File: config.mk
export PLATFORM = sky130hd
export DESIGN_NAME = fir_mac_cascade
export DESIGN_NICKNAME = d
export VERILOG_FILES = /design/src/rtl/fir_pkg.sv /design/src/rtl/fir_ctrl.sv /design/src/rtl/fir_mac_cell.sv /design/src/rtl/fir_mac_cascade.sv
export SDC_FILE = /design/constraint.sdc
export NUM_CORES = 2
export LEC_CHECK = 0
export CORE_UTILIZATION = 65
export CTS_BUF_LIST = sky130_fd_sc_hd__clkbuf_2 sky130_fd_sc_hd__clkbuf_4 sky130_fd_sc_hd__clkbuf_8
export DETAILED_ROUTE_END_ITERATION = 6
export GPL_ROUTABILITY_DRIVEN = 0
export GPL_TIMING_DRIVEN = 0
export PLACE_DENSITY = 0.89
export REMOVE_ABC_BUFFERS = 1
export SYNTH_ARGS = -nofsm -noshare
export SYNTH_HDL_FRONTEND = slang
export SYNTH_SLANG_ARGS = --single-unit
File: constraint.sdc
create_clock -name clk -period 7.41 [get_ports clk]
set_input_delay 1.482 -clock clk [delete_from_list [all_inputs] [get_ports clk]]
set_output_delay 1.482 -clock clk [all_outputs]
set_load 0.05 [all_outputs]
File: src/rtl/fir_pkg.sv
package fir_pkg;
    typedef enum logic [0:0] {
        ST_IDLE = 1'b0,
        ST_RUN  = 1'b1
    } fir_state_e;
endpackage

File: src/rtl/fir_ctrl.sv
module fir_ctrl
    import fir_pkg::*;
(
    input  logic clk,
    input  logic rst,
    input  logic run,
    output logic dp_run,
    output logic wr_open
);
    fir_state_e state_q, state_d;

    always_ff @(posedge clk) begin
        if (rst) state_q <= ST_IDLE;
        else     state_q <= state_d;
    end

    always_comb begin
        state_d = state_q;
        unique case (state_q)
            ST_IDLE: if (run)  state_d = ST_RUN;   // GO
            ST_RUN:  if (!run) state_d = ST_IDLE;  // HALT
            default: state_d = ST_IDLE;
        endcase
    end

    always_comb begin
        dp_run  = 1'b0;
        wr_open = 1'b0;
        unique case (state_q)
            ST_IDLE: wr_open = 1'b1;
            ST_RUN:  dp_run  = 1'b1;
            default: ;
        endcase
    end


    go_transition_chk: assert property (@(posedge clk) disable iff (rst)
        (!dp_run && run) |=> dp_run);

    halt_transition_chk: assert property (@(posedge clk) disable iff (rst)
        (dp_run && !run) |=> !dp_run);
endmodule

File: src/rtl/fir_mac_cell.sv
module fir_mac_cell #(
    parameter int DW     = 12,
    parameter int CW     = 12,
    parameter int SW     = 27,
    parameter int SELW   = 3,
    parameter int TAP_ID = 0
) (
    input  logic                 clk,
    input  logic                 rst,
    input  logic                 dp_run,
    input  logic                 wr_open,
    input  logic                 coef_we,
    input  logic [SELW-1:0]      coef_sel,
    input  logic signed [CW-1:0] coef_val,
    input  logic signed [DW-1:0] samp,
    input  logic signed [SW-1:0] sum_in,
    output logic signed [SW-1:0] sum_out
);
    localparam int PW = DW + CW;

    logic signed [CW-1:0] wt_q;
    logic signed [DW-1:0] smp_q;
    logic signed [PW-1:0] prod;
    logic signed [SW-1:0] prod_ext;
    logic signed [SW-1:0] acc_q;
    logic                 hit;

    assign hit = wr_open && coef_we && (coef_sel == SELW'(TAP_ID));

    // weight register: never reset, written only through the idle window
    always_ff @(posedge clk) begin
        if (hit) wt_q <= coef_val;
    end

    assign prod     = smp_q * wt_q;
    assign prod_ext = {{(SW-PW){prod[PW-1]}}, prod};

    always_ff @(posedge clk) begin
        if (rst || !dp_run) begin
            smp_q <= '0;
            acc_q <= '0;
        end else begin
            smp_q <= samp;
            acc_q <= sum_in + prod_ext;
        end
    end

    assign sum_out = acc_q;


    coef_frozen_chk: assert property (@(posedge clk) disable iff (rst)
        dp_run |=> $stable(wt_q));

    sample_capture_chk: assert property (@(posedge clk) disable iff (rst)
        dp_run |=> smp_q == $past(samp));

    idle_flush_chk: assert property (@(posedge clk) disable iff (rst)
        !dp_run |=> (acc_q == '0 && smp_q == '0));
endmodule

File: src/rtl/fir_mac_cascade.sv
module fir_mac_cascade #(
    parameter int TAPS = 5,
    parameter int DW   = 12,
    parameter int CW   = 12,
    parameter int GB   = (TAPS > 1) ? $clog2(TAPS) : 1,
    parameter int SW   = DW + CW + GB,
    parameter int SELW = (TAPS > 1) ? $clog2(TAPS) : 1
) (
    input  logic                 clk,
    input  logic                 rst,
    input  logic                 run,
    input  logic                 coef_we,
    input  logic [SELW-1:0]      coef_sel,
    input  logic signed [CW-1:0] coef_val,
    input  logic signed [DW-1:0] samp_in,
    output logic signed [SW-1:0] y_out
);
    logic dp_run;
    logic wr_open;
    logic signed [SW-1:0] chain [TAPS+1];

    fir_ctrl u_ctrl (
        .clk     (clk),
        .rst     (rst),
        .run     (run),
        .dp_run  (dp_run),
        .wr_open (wr_open)
    );

    assign chain[0] = '0;

    for (genvar p = 0; p < TAPS; p++) begin : g_cell
        fir_mac_cell #(
            .DW     (DW),
            .CW     (CW),
            .SW     (SW),
            .SELW   (SELW),
            .TAP_ID (TAPS - 1 - p)
        ) u_cell (
            .clk      (clk),
            .rst      (rst),
            .dp_run   (dp_run),
            .wr_open  (wr_open),
            .coef_we  (coef_we),
            .coef_sel (coef_sel),
            .coef_val (coef_val),
            .samp     (samp_in),
            .sum_in   (chain[p]),
            .sum_out  (chain[p+1])
        );
    end

    assign y_out = chain[TAPS];


    reset_clear_chk: assert property (@(posedge clk)
        rst |=> y_out == '0);
endmodule

==> reports/results.ini <==
[outcome]
status=finished, final reports clean

[die]
core_area_um2=56900
die_w_um=243
dieArea_um2=59000
ios=58
rows=87
die_y_um=243
start_util_pct=66.3

[place]
placedCellCount=4543
placed_area_um2=38800
dp_slack_ns=0.411
hpwl_um=66500
port_buffers=57

[drt]
dr.first_iter.drc_count=2059
firstDrtPassIters=5
wl_per_cell_um=18.7
drc=0
routed_wl_um=86300
antenna_left=0
vias=26600
viasPerCell=5.75

[cts]
hold_buffers=0
cts_resized=0
clk_pin_slew_ns=0.07
clock_path_buffers=3
tritoncts=done
clk-insertion-delay-late_ns=0.68
numClockSinks=203
clockRootBuffer=clkbuf_8
htreeDepth=2
cts_buffers=40
post_cts_buffers=0

[worst_setup_path]
critPathRequiredTime_ns=7.93
path_common_cell=fa_1
crit_chain=buf_12 > and2_1 > inv_1 > fa_1 > fa_1 > inv_1 > fa_1 > fa_1 > fa_1 > ha_1 > ha_1 > and4_1 > nand2_1 > o311ai_0 > a21oi_1 > and4_1 > or3_1
crit_buf_inv=3
start_kind=register
endpoint_kind=register
arrival_ns=7.72
cp_max_fo=42
cpPeakStageDelay_ns=1.04
crit_type=register to register
critical-path-slowest-cell=fa_1
crit_family=adder cells

[logic_synthesis]
syn-instance-count=3903
ys_seq_area_share_pct=12.4
synth_area_leader_cell=fa_1
yosys_warnings=0
synth_compound_area_share_pct=4.86
synth_edf_count=60
ys_ff_latch=203
synthMuxAreaShare_pct=0.222
avgSynthCellArea_um2=9.67
synth_commonest_cells=893 x inv_1, 828 x fa_1, 395 x nand2_1
async_reset_ff_share_pct=0
synth-simple-area-share_pct=14.2
synth-main-ff-cell=dfxtp_1
synthDistinctLibCells=71
post-synth-top-area-fraction_pct=43.9
syn_area_um2=37800
synth_area_leaders=fa_1 44%, ha_1 11%, inv_1 8.9%, dfxtp_1 7.6%, and2_1 5.8%
synthAdderAreaFrac_pct=55.0
synth_xor_area_share_pct=2.26
synth_top_family_by_area=adder cells
synth_most_common_cell=inv_1

[sta]
rsz0062_at_grt=no
period_share_pct=97.3
relSlewSlack_pct=7.11
setup_viol=0
tightest_slew_ns=1.39
hold_viol=0
setup_slack_ns=0.204
fin_crit_ns=7.21
skew_ns=0.0578
max_freq_mhz=139
finalMaxSlewViolations=0

[pwr]
pwr_density_cell_nw_per_um2=135
p_leak_nw=20.0
ir_worst_vdd_uv=133
finalPower_w=0.00538

[grt]
grt-ovfl-total=0
antenna_found_initial=0
grt_start_max_net_pins=70
grtUsageTotal_pct=31.4
grt_pass1_vias=29800
grt_pass1_wl_um=147000

[cells_and_area]
drive_gt1_share_pct=3.16
final_nets=5024
fin_cells=4620
post-route-util_pct=69.8
area_delta_synth_final_pct=5.21
stdcell_area_um2=39700

[worst_hold_path]
worstHoldPathType=register to register

[job]
maxCapViolCount=0

## final timing paths
path / start / to / slack [ns] / depth (start not counted)
setup / recovery: g_cell[3].u_cell.smp_q[11] / g_cell[3].u_cell.sum_out[24] / 0.20 / 17
hold / removal: g_cell[0].u_cell.sum_out[0] / g_cell[1].u_cell.sum_out[0] / 0.56 / 2
setup reg to reg: g_cell[3].u_cell.smp_q[11] / g_cell[3].u_cell.sum_out[24] / 0.20 / 17
hold reg to reg: g_cell[0].u_cell.sum_out[0] / g_cell[1].u_cell.sum_out[0] / 0.56 / 2
## worst register-to-register path, delay by kind of cell (launching register included)
family,cells,cell delay (ns)
compound gates,2,0.94
fa+ha+maj,7,3.74
buf+inv,3,0.52
flops,1,0.63
simple gates,5,1.23
## per-stage QoR
stage / hold WS [ns] / TNS (ns)
after floorplan: 0.528 / 0
after global placement: 0.538 / -12.67
after detailed placement: 0.548 / 0
after CTS: 0.566 / 0
after global routing: 0.592 / 0
final: 0.562 / 0
## logic make-up (layout without fill, tap and decap cells)
| logic type | Yosys count | in the layout |
|---|---|---|
| other | 0 | 3 |
| and+or+nand+nor | 1069 | 1069 |
| DFF | 203 | 203 |
| muxes | 8 | 8 |
| xor gates and xnor gates | 96 | 96 |
| buffers and inverters | 1082 | 1040 |
| adders and majority gates | 1164 | 1164 |
| AOI/OAI and AO/OA | 281 | 281 |
## flip-flops by register name, summed over array words and instances, names as in the netlist
signal / count
g_cell.u_cell.sum_out: 130
g_cell.u_cell.smp_q: 12
g_cell.u_cell.wt_q: 60
u_ctrl.state_q: 1
## area by class of cell
cell class / count / area (um^2)
clock inverter: 21 / 234
multi-input combinational: 2618 / 28900
tap: 756 / 946
antenna: 3 / 7.51
fill: 3663 / 17200
clock buffer: 53 / 686
sequential: 203 / 4680
timing repair buffer: 73 / 881
inverter: 893 / 3350
## layer usage
metal	vias to the layer above	wire [um]	track usage (%)
li1	11500	-	-
met1	13400	31900	38.8
met2	1311	41700	52.0
met3	380	7830	6.49
met4	0	4880	16.8
met5	-	0	0
## power by group
| part | switching [W] | internal [W] | total (W) |
|---|---|---|---|
| Combinational | 0.00160 | 0.00115 | 0.00275 |
| Clock | 0.000609 | 0.000759 | 0.00137 |
| Sequential | 0.0000535 | 0.00121 | 0.00126 |
| Total | 0.00226 | 0.00312 | 0.00538 |
## placed cells by master (no fill, tap or decap), types with 7 or more instances in the layout
cell type | synthesis | layout
a211oi_1 | 16 | 16
a21o_1 | 27 | 27
a21oi_1 | 71 | 71
a31oi_1 | 9 | 9
and2_1 | 351 | 351
and3_1 | 11 | 11
buf_12 | 0 | 13
clkbuf_4 | 0 | 7
clkbuf_8 | 1 | 46
clkdlybuf4s50_1 | 0 | 57
clkinv_2 | 0 | 9
dfxtp_1 | 143 | 131
dfxtp_2 | 0 | 12
edfxtp_1 | 60 | 60
fa_1 | 828 | 827
ha_1 | 336 | 336
inv_1 | 893 | 893
nand2_1 | 395 | 395
nand2b_1 | 33 | 32
nand3_1 | 18 | 18
nand4_1 | 8 | 8
nor2_1 | 132 | 132
nor2b_1 | 45 | 44
nor3_1 | 34 | 33
nor3b_1 | 8 | 7
o211ai_1 | 14 | 14
o21a_1 | 27 | 27
o21ai_0 | 60 | 60
o31ai_1 | 10 | 10
or3_1 | 8 | 8
xnor2_1 | 63 | 63
xor2_1 | 32 | 32
(Power assumes the default switching activity.)
